### src/rtl/irq_pkg.sv
package irq_pkg;
  localparam int unsigned LVL_W = 3;
  typedef logic [LVL_W-1:0] prio_t;
  localparam prio_t PRIO_OFF = '0;
endpackage

### src/rtl/irq_src_slot.sv
module irq_src_slot
  import irq_pkg::*;
(
  input  logic  clk,
  input  logic  rst_n,
  input  logic  req_i,
  input  logic  ack_clr_i,
  input  logic  sw_clr_i,
  input  logic  lvl_we_i,
  input  prio_t lvl_wdata_i,
  input  logic  ien_d_i,
  input  prio_t thr_d_i,
  output logic  pend_q_o,
  output logic  pend_d_o,
  output prio_t lvl_q_o,
  output prio_t lvl_d_o,
  output logic  elig_d_o
);
  logic  pend_q, pend_d;
  prio_t lvl_q, lvl_d;

  // next state: a fresh request beats any clear in the same cycle
  always_comb begin
    pend_d = pend_q;
    if (ack_clr_i || sw_clr_i) pend_d = 1'b0;
    if (req_i)                 pend_d = 1'b1;
    lvl_d = lvl_q;
    if (lvl_we_i)              lvl_d = lvl_wdata_i;
  end

  always_ff @(posedge clk or negedge rst_n) begin
    if (!rst_n) begin
      pend_q <= 1'b0;
      lvl_q  <= PRIO_OFF;
    end else begin
      pend_q <= pend_d;
      if (lvl_we_i) lvl_q <= lvl_d;
    end
  end

  assign elig_d_o = ien_d_i && pend_d && (lvl_d > thr_d_i);
  assign pend_q_o = pend_q;
  assign pend_d_o = pend_d;
  assign lvl_q_o  = lvl_q;
  assign lvl_d_o  = lvl_d;

  // a request always lands in the latch
  p_req_sets_r2: assert property (@(posedge clk) disable iff (!rst_n)
    req_i |=> pend_q);
  // acknowledge without a new request empties the latch
  p_ack_clears_r3: assert property (@(posedge clk) disable iff (!rst_n)
    (ack_clr_i && !req_i) |=> !pend_q);
  // a latch can only rise through a request
  p_no_sw_set_r4: assert property (@(posedge clk) disable iff (!rst_n)
    (!pend_q && !req_i) |=> !pend_q);
  // level storage moves only on its own strobe
  p_lvl_hold_r7: assert property (@(posedge clk) disable iff (!rst_n)
    !lvl_we_i |=> $stable(lvl_q));
endmodule

### src/rtl/irq_arbiter.sv
module irq_arbiter
  import irq_pkg::*;
#(
  parameter int unsigned NUM_SRC = 8,
  localparam int unsigned ID_W = (NUM_SRC > 1) ? $clog2(NUM_SRC) : 1
) (
  input  logic [NUM_SRC-1:0] elig_i,
  input  prio_t              lvl_i [NUM_SRC],
  output logic               found_o,
  output logic [ID_W-1:0]    id_o,
  output prio_t              lvl_o
);
  // linear scan: strict compare keeps the lowest index on ties
  always_comb begin
    found_o = 1'b0;
    id_o    = '0;
    lvl_o   = PRIO_OFF;
    for (int i = 0; i < NUM_SRC; i++) begin
      if (elig_i[i] && (!found_o || (lvl_i[i] > lvl_o))) begin
        found_o = 1'b1;
        id_o    = ID_W'(i);
        lvl_o   = lvl_i[i];
      end
    end
  end
endmodule

### src/rtl/irq_prio_ctrl.sv
module irq_prio_ctrl
  import irq_pkg::*;
#(
  parameter int unsigned NUM_SRC = 8,
  localparam int unsigned ID_W = (NUM_SRC > 1) ? $clog2(NUM_SRC) : 1
) (
  input  logic               clk,
  input  logic               rst_n,
  input  logic [NUM_SRC-1:0] req_pulse,
  input  logic               cpu_ack,
  input  logic               lvl_we,
  input  logic [ID_W-1:0]    lvl_idx,
  input  logic [2:0]         lvl_wdata,
  input  logic               pend_we,
  input  logic [ID_W-1:0]    pend_idx,
  input  logic               pend_wdata,
  input  logic               ien_we,
  input  logic               ien_wdata,
  input  logic               thr_we,
  input  logic [2:0]         thr_wdata,
  input  logic [ID_W-1:0]    rd_idx,
  output logic [2:0]         rd_lvl,
  output logic [NUM_SRC-1:0] pend_vec,
  output logic               ien_o,
  output logic [2:0]         thr_o,
  output logic               irq_valid,
  output logic [ID_W-1:0]    irq_id,
  output logic [2:0]         irq_lvl
);
  // reset: asserted at once, released through two flops
  logic [1:0] rst_sync_q;
  logic       rst_i_n;
  always_ff @(posedge clk or negedge rst_n) begin
    if (!rst_n) rst_sync_q <= 2'b00;
    else        rst_sync_q <= {rst_sync_q[0], 1'b1};
  end
  assign rst_i_n = rst_sync_q[1];

  // global state
  logic  ien_q, ien_d;
  prio_t thr_q, thr_d;
  logic            valid_q;
  logic [ID_W-1:0] id_q;
  prio_t           wlvl_q;

  always_comb begin
    ien_d = ien_we ? ien_wdata : ien_q;
    thr_d = thr_we ? thr_wdata : thr_q;
  end

  logic               ack_take;
  logic [NUM_SRC-1:0] pend_q_v, pend_d_v, elig_v;
  prio_t              lvl_q_a [NUM_SRC];
  prio_t              lvl_d_a [NUM_SRC];

  assign ack_take = cpu_ack && valid_q;

  for (genvar g = 0; g < NUM_SRC; g++) begin : g_src
    logic ack_hit, sw_hit, lvl_hit;
    assign ack_hit = ack_take && (id_q == ID_W'(g));
    assign sw_hit  = pend_we && !pend_wdata && (pend_idx == ID_W'(g));
    assign lvl_hit = lvl_we && (lvl_idx == ID_W'(g));
    irq_src_slot u_slot (
      .clk         (clk),
      .rst_n       (rst_i_n),
      .req_i       (req_pulse[g]),
      .ack_clr_i   (ack_hit),
      .sw_clr_i    (sw_hit),
      .lvl_we_i    (lvl_hit),
      .lvl_wdata_i (lvl_wdata),
      .ien_d_i     (ien_d),
      .thr_d_i     (thr_d),
      .pend_q_o    (pend_q_v[g]),
      .pend_d_o    (pend_d_v[g]),
      .lvl_q_o     (lvl_q_a[g]),
      .lvl_d_o     (lvl_d_a[g]),
      .elig_d_o    (elig_v[g])
    );
  end

  // arbitration on next-state values so outputs match the registers
  logic            win_found;
  logic [ID_W-1:0] win_id;
  prio_t           win_lvl;

  irq_arbiter #(.NUM_SRC(NUM_SRC)) u_arb (
    .elig_i  (elig_v),
    .lvl_i   (lvl_d_a),
    .found_o (win_found),
    .id_o    (win_id),
    .lvl_o   (win_lvl)
  );

  always_ff @(posedge clk or negedge rst_i_n) begin
    if (!rst_i_n) begin
      ien_q   <= 1'b0;
      thr_q   <= PRIO_OFF;
      valid_q <= 1'b0;
      id_q    <= '0;
      wlvl_q  <= PRIO_OFF;
    end else begin
      if (ien_we) ien_q <= ien_d;
      if (thr_we) thr_q <= thr_d;
      valid_q <= win_found;
      id_q    <= win_id;
      wlvl_q  <= win_lvl;
    end
  end

  assign rd_lvl    = lvl_q_a[rd_idx];
  assign pend_vec  = pend_q_v;
  assign ien_o     = ien_q;
  assign thr_o     = thr_q;
  assign irq_valid = valid_q;
  assign irq_id    = id_q;
  assign irq_lvl   = wlvl_q;

  // nothing is offered while the enable bit is off
  p_ien_gate_r6: assert property (@(posedge clk) disable iff (!rst_i_n)
    !ien_q |-> !valid_q);
  // an offered level is strictly above the threshold
  p_above_thr_r6: assert property (@(posedge clk) disable iff (!rst_i_n)
    valid_q |-> (wlvl_q > thr_q));
  // level 0 is never offered
  p_lvl_nonzero_r5: assert property (@(posedge clk) disable iff (!rst_i_n)
    valid_q |-> (wlvl_q != PRIO_OFF));
  // the offered source has its latch set
  p_win_pending_r10: assert property (@(posedge clk) disable iff (!rst_i_n)
    valid_q |-> pend_q_v[id_q]);
  // threshold and enable move only on their own strobes
  p_thr_hold_r7: assert property (@(posedge clk) disable iff (!rst_i_n)
    (!thr_we && !ien_we) |=> ($stable(thr_q) && $stable(ien_q)));
endmodule

### config.mk
export PLATFORM = sky130hd
export DESIGN_NAME = irq_prio_ctrl
export DESIGN_NICKNAME = d
export VERILOG_FILES = /design/src/rtl/irq_pkg.sv /design/src/rtl/irq_src_slot.sv /design/src/rtl/irq_arbiter.sv /design/src/rtl/irq_prio_ctrl.sv
export SDC_FILE = /design/constraint.sdc
export NUM_CORES = 1
export LEC_CHECK = 0
export BUFFER_PORTS_ARGS = -buffer_cell sky130_fd_sc_hd__buf_2
export CAP_MARGIN = 20
export CORE_MARGIN = 2
export CORE_UTILIZATION = 55
export DETAILED_ROUTE_END_ITERATION = 7
export PLACE_DENSITY = 0.86
export RECOVER_POWER = 100
export SLEW_MARGIN = 20
export SYNTH_ARGS = -nofsm -noshare
export SYNTH_HDL_FRONTEND = slang
export SYNTH_HIERARCHICAL = 1
export SYNTH_SLANG_ARGS = --single-unit
### constraint.sdc
create_clock -name clk -period 1.6 [get_ports clk]
set_clock_uncertainty 0.05 [all_clocks]
set_input_delay 0.16 -clock clk [delete_from_list [all_inputs] [get_ports clk]]
set_output_delay 0.16 -clock clk [all_outputs]
set_load 0.005 [all_outputs]
**After elaboration in Yosys (flattened, before gate mapping)**

Cells that the tools add are included.

- Bits in registers: 45
- Input port bits: 32
- Output and inout port bits: 22
- Logic and storage cells: 187

- Magnitude comparators: 16
- Eq/ne operators: 21
- Muxes and demuxes: 52
- Bitwise gates (word level): 1
- Reductions and logical operators: 75

Operators by type and width:

| cell | number |
|---|---|
| $mux 3 | 23 |
| $logic_and 1x1->1 | 49 |
| $gt 3x3->1 | 15 |
| $eq 3x3->1 const B | 12 |
| $mux 1 | 26 |
| $eq 3x2->1 const B | 6 |
| $logic_or 1x1->1 | 15 |
| $bmux 3 s3 | 1 |
| $eq 3x1->1 const B | 3 |
| $logic_not 3->1 | 3 |
| $logic_not 1->1 | 8 |
| $ge 4x4->1 const B | 1 |
| $mux 2 | 2 |
| $not 3->4 | 1 |

**Logic depth before layout (Yosys ltp)**

- Depth in word-level cells: 37
- Depth in mapped cells: 52
- Depth with buffers taken out: 50

**Cells and area by module**

The synthesis kept the hierarchy.

Modules (own cells, without submodules):

| module | instances | cells each | area each (um2) | seq. area each (um2) |
|---|---|---|---|---|
| irq_src_slot | 8 | 23 | 272.8 | 100.1 |
| irq_arbiter | 1 | 146 | 1061.0 | 0.0 |
| irq_prio_ctrl | 1 | 72 | 810.8 | 325.3 |

**Least setup slack after synthesis**

No wires, ideal clock.

- Path kind: input -> register
- Start: input port lvl_idx[2]
- End: register wlvl_q[1], in the netlist irq_lvl[1]
- Library setup time: 0.127 ns
- Arrival: 9.496 ns
- Required time: 1.423 ns
- Slack: -8.073 ns
- Stages: 51
- Buffers on the path: 2
- Path through: nand2b_1 nor3_1 buf_6 mux2_2 ha_1 nor2b_1 o21a_1 o2111a_1 buf_6 nand2_1 ha_1 and3b_1 o21ai_1 a21oi_1 or2_2 ha_1 and3_1 a21oi_1 (+15 left out) a21oi_1 a32oi_1 o21ai_2 and2_4 a31o_2 ha_1 nor2b_1 o21ai_0 a32oi_1 o21ai_1 mux2_2 ha_1 nor2b_1 o21ai_0 a32oi_1 o21ai_2 and2_1 a211oi_2

RTL lines:

| what | RTL line | RTL |
|---|---|---|
| start, declared | irq_prio_ctrl.sv:12 | `input logic [ID_W-1:0] lvl_idx,` |
| end signal, assigned | irq_prio_ctrl.sv:106 | `wlvl_q <= win_lvl;` |
| end, declared | irq_prio_ctrl.sv:44 | `prio_t wlvl_q;` |

**Worst setup path after layout**

- Start: register thr_q[1], in the netlist thr_o[1]
- End: register wlvl_q[2], in the netlist irq_lvl[2]

- Longest elaborated chain between the ends: 32
- Elaborated cells between the ends (all ways): 60
- Those cells by class: 15 x order compare; 16 x mux; 29 x reduce/logical

RTL lines:

| what | RTL line | RTL |
|---|---|---|
| start, declared | irq_prio_ctrl.sv:41 | `prio_t thr_q, thr_d;` |
| start signal, assigned | irq_prio_ctrl.sv:103 | `if (thr_we) thr_q <= thr_d;` |
| $mux 3 (*) | irq_prio_ctrl.sv:48 | `thr_d = thr_we ? thr_wdata : thr_q;` |
| net thr_d[1] | irq_prio_ctrl.sv:41 |  |
| $gt 3x3->1 (*) | irq_src_slot.sv:41 | `assign elig_d_o = ien_d_i && pend_d && (lvl_d > thr_d_i);` |
| $logic_and 1x1->1 (*) | irq_src_slot.sv:41 |  |
| net elig_v[0] | irq_prio_ctrl.sv:52 | `logic [NUM_SRC-1:0] pend_q_v, pend_d_v, elig_v;` |
| $mux 3 / $mux 1 (equally long branches) | irq_arbiter.sv:19 | `if (elig_i[i] && (!found_o \|\| (lvl_i[i] > lvl_o))) begin` |
| $gt 3x3->1 / $logic_not 1->1 (equally long branches) | irq_arbiter.sv:19 |  |
| $logic_or 1x1->1 | irq_arbiter.sv:19 |  |
| (+19 left out) | n/a |  |
| $logic_or 1x1->1 | irq_arbiter.sv:19 |  |
| $logic_and 1x1->1 | irq_arbiter.sv:19 |  |
| $mux 3 / $mux 1 (equally long branches) | irq_arbiter.sv:19 |  |
| $gt 3x3->1 / $logic_not 1->1 (equally long branches) | irq_arbiter.sv:19 |  |
| $logic_or 1x1->1 | irq_arbiter.sv:19 |  |
| $logic_and 1x1->1 | irq_arbiter.sv:19 |  |
| $mux 3 (*) | irq_arbiter.sv:19 |  |
| net win_lvl[2] | irq_prio_ctrl.sv:84 | `prio_t win_lvl;` |

The timed path passes the listed nets; every way through them passes the cells marked *.
A chain may end at the register's enable or synchronous reset.

==> impl_results.md <==
- Outcome: complete, but fails checks
- Failing checks: negative setup slack
- Total GRT Usage: around two fifths
- Dpl ws: -8500 ps
- Number of DRC markers after the initial detailed-route iteration: 645
- Drt drc: 0
- Reg2reg path depth: slightly below 50
- DIE AREA: 0.00807 mm2
- Rel. slew slack: approximately 63%
- Clock sinks: 45
- Pwr/cell area: 1700 mW/mm2
- Commonest non-fill, non-tap cell in the layout: buf_4
- CTS tree: yes
- # diodes: 0
- Most frequent cells in the layout: 144 x buf_4, 49 x buf_2, 47 x mux2_2, 44 x dfrtp_1, 37 x inv_1
- Worst slew pin tran: 549 ps
- Final HPWL DP: 10200 um
- Routed via count: 4975
- TritonRoute pass-1 iters: 5
- Leak Pwr: between 2 and 3 nW
- Synth unique cells: 47
- Initial Util: 56.5%
- PnR worst setup slack: -8730 ps
- Primary FF master, synth: dfrtp_1
- H-tree levels: 2
- Drt total wl: between 20000 and 25000 um
- Setup crit start: thr_o[1]
- Slowest-stage cell, CP: dfrtp_1
- Setup violators final: 10
- CTS buffer count: 5
- Reg-to-reg slack, setup: -8730 ps
- Data required time of the worst path: 1760 ps
- RD Place Congestion: 0.878
- Worst setup EP type: flop
- Highest clock rate: around 97 MHz
- Worst-path fanout max: 5
- PortBufs: 53
- Routed Antenna Nets: 0
- Fill cell total of the finished layout: 325
- Sequential fraction of the synthesis area: 27.8%
- Slew Limit Fails: 0
- Post-synth EDFFs: 0
- Final layout net count: 693
- Hold Violations, Final: 0
- WL per Instance: 28.1 um
- Worst r2r src: thr_o[1]
- Cells after Synth: 402
- Critical Path AT: roughly 10000 ps
- Syn Std Cell Area: ~0.004 mm2
- Critical path startpoint category: flop
- Total power: between 0.01 and 0.015 W
- RSZ-0062 raised after global routing: yes
- Grt ovf: 0
- YS warnings: 6
- Clk slew on worst S/H paths: 110 ps
- Num rows: 31
- First-pass GRT wire length: 25800 um
- Util after Layout: 86.5%
- Worst hold path stage count: 2
- Vias per std cell: slightly below 7
- Number of max-cap violations: 0
- Hold Crit Class: input port to flop
- Yosys reg bits: 45
- Clock Path Buffers: 2
- VDD IR-drop max: 890 uV
- Largest net degree at the start of global routing: 26
- Worst-skew pair later-pin latency: 320 ps
- Worst Hold Launch: thr_wdata[2]
- Tmin final: 10330 ps
- Critical path class: flop to flop
- Synthesis-to-finish area growth: 53.1%
- Syn_nets: approximately 480
- Die Y: 89.9 um
- Vias in the first global route: ~5000
- Boundary Pins: 54
- Synth Area per Inst: slightly above 10 um2
- Async SR Flop Fraction: 100%
- Largest stage delay, worst path: 420 ps
- Period utilisation layout: 645%
- Core Box Area: 0.00718 mm2
- Share of layout cells above drive strength 1: 59.8%
- Initial antenna violation count: 0
- Top cell by count, worst path: ha_4
- Die X: 89.9 um
- CTS root buffer: clkbuf_8
==> worst paths after layout <==
check                                              to
max reg2reg                                irq_lvl[2]
max                                        irq_lvl[2]
max in group asynchronous  g_src[4].u_slot/lvl_q_o[0]
min                                          thr_o[2]
min reg2reg                                  thr_o[2]
min in group asynchronous               rst_sync_q[0]
==> sequential cells by signal (all words and copies together), names as in the netlist <==
signal,flops
g_src.u_slot/pend_q_o,8
irq_lvl,3
irq_valid,1
rst_sync_q,2
g_src.u_slot/lvl_q_o,24
thr_o,3
ien_o,1
irq_id,3
==> metal layers <==
metal | share of wire, % | GRT usage (%)
met3 | 13 | 11.2
met2 | 44 | 73.0
met1 | 31 | 40.6
met5 | 0 | 0
met4 | 12 | 33.7
==> power by group <==
group / internal, W / switching [W]
logic: 0.00409 / 0.00407
clock network: 0.000353 / 0.000456
registers: 0.00141 / 0.000199
==> kinds of logic after synthesis <==
kind of cell | after synthesis | synth area share [%]
AND/OR/NAND/NOR | 114 | 14.4
AO/OA/AOI/OAI | 74 | 14.5
multiplexers | 71 | 22.7
buffers and inverters | 52 | 6.70
adder cells (fa/ha/maj) | 45 | 13.9
flip-flops | 45 | 27.8
other | 1 | 0.0925
==> worst max-delay path: cells and delay by family, from the launching register on <==
kind	cells	cell delay [ps]
AO/OA/AOI/OAI	24	4650
adder cells (fa/ha/maj)	8	1990
AND/OR/NAND/NOR	10	1490
multiplexers	3	1060
buffers and inverters	4	530
flip-flops	1	420
==> Yosys cell counts, types with 9 or more instances <==
cell | n | area [um2]
a21o_1 | 9 | 67.6
nor2b_1 | 12 | 75.1
buf_6 | 10 | 113
nand2_1 | 20 | 75.1
mux2_2 | 53 | 597
nand3_1 | 12 | 60.1
inv_1 | 39 | 146
mux2_4 | 9 | 135
ha_1 | 45 | 563
o21a_1 | 12 | 90.1
dfrtp_1 | 45 | 1130
nor2_1 | 33 | 124
==> cell type report <==
class | count | area, um2 | share of cell area [%]
clock inverters | 1 | 7.51 | 0.121
multi-input cells | 306 | 3100 | 49.9
repair buffers | 218 | 1610 | 25.9
clock buffers | 7 | 86.3 | 1.39
well taps | 99 | 124 | 2.00
flip-flops and latches | 45 | 1130 | 18.2
inverters | 40 | 155 | 2.50
==> per-stage QoR <==
stage	area [um2]	instances	TNS [ps]	hold slack, ps
4_1_cts	5990	705	-48560	27.9
5_1_grt	6210	716	-56650	24.9
2_1_floorplan	4240	402	-46730	-186
3_5_place_dp	5430	663	-53130	-103
3_3_place_gp	5430	663	-48910	-106
6_report	6210	716	-55780	35.5
==> what timing repair did <==
action	4_1_cts	5_1_grt
buffers inserted	35	16
endpoints found under the hold margin	3	0
gates resized for setup	49	33
hold buffers	2	0
pin swaps	42	21
endpoints found under the setup margin	10	10
gates cloned	1	0
(Power assumes the default switching activity.)
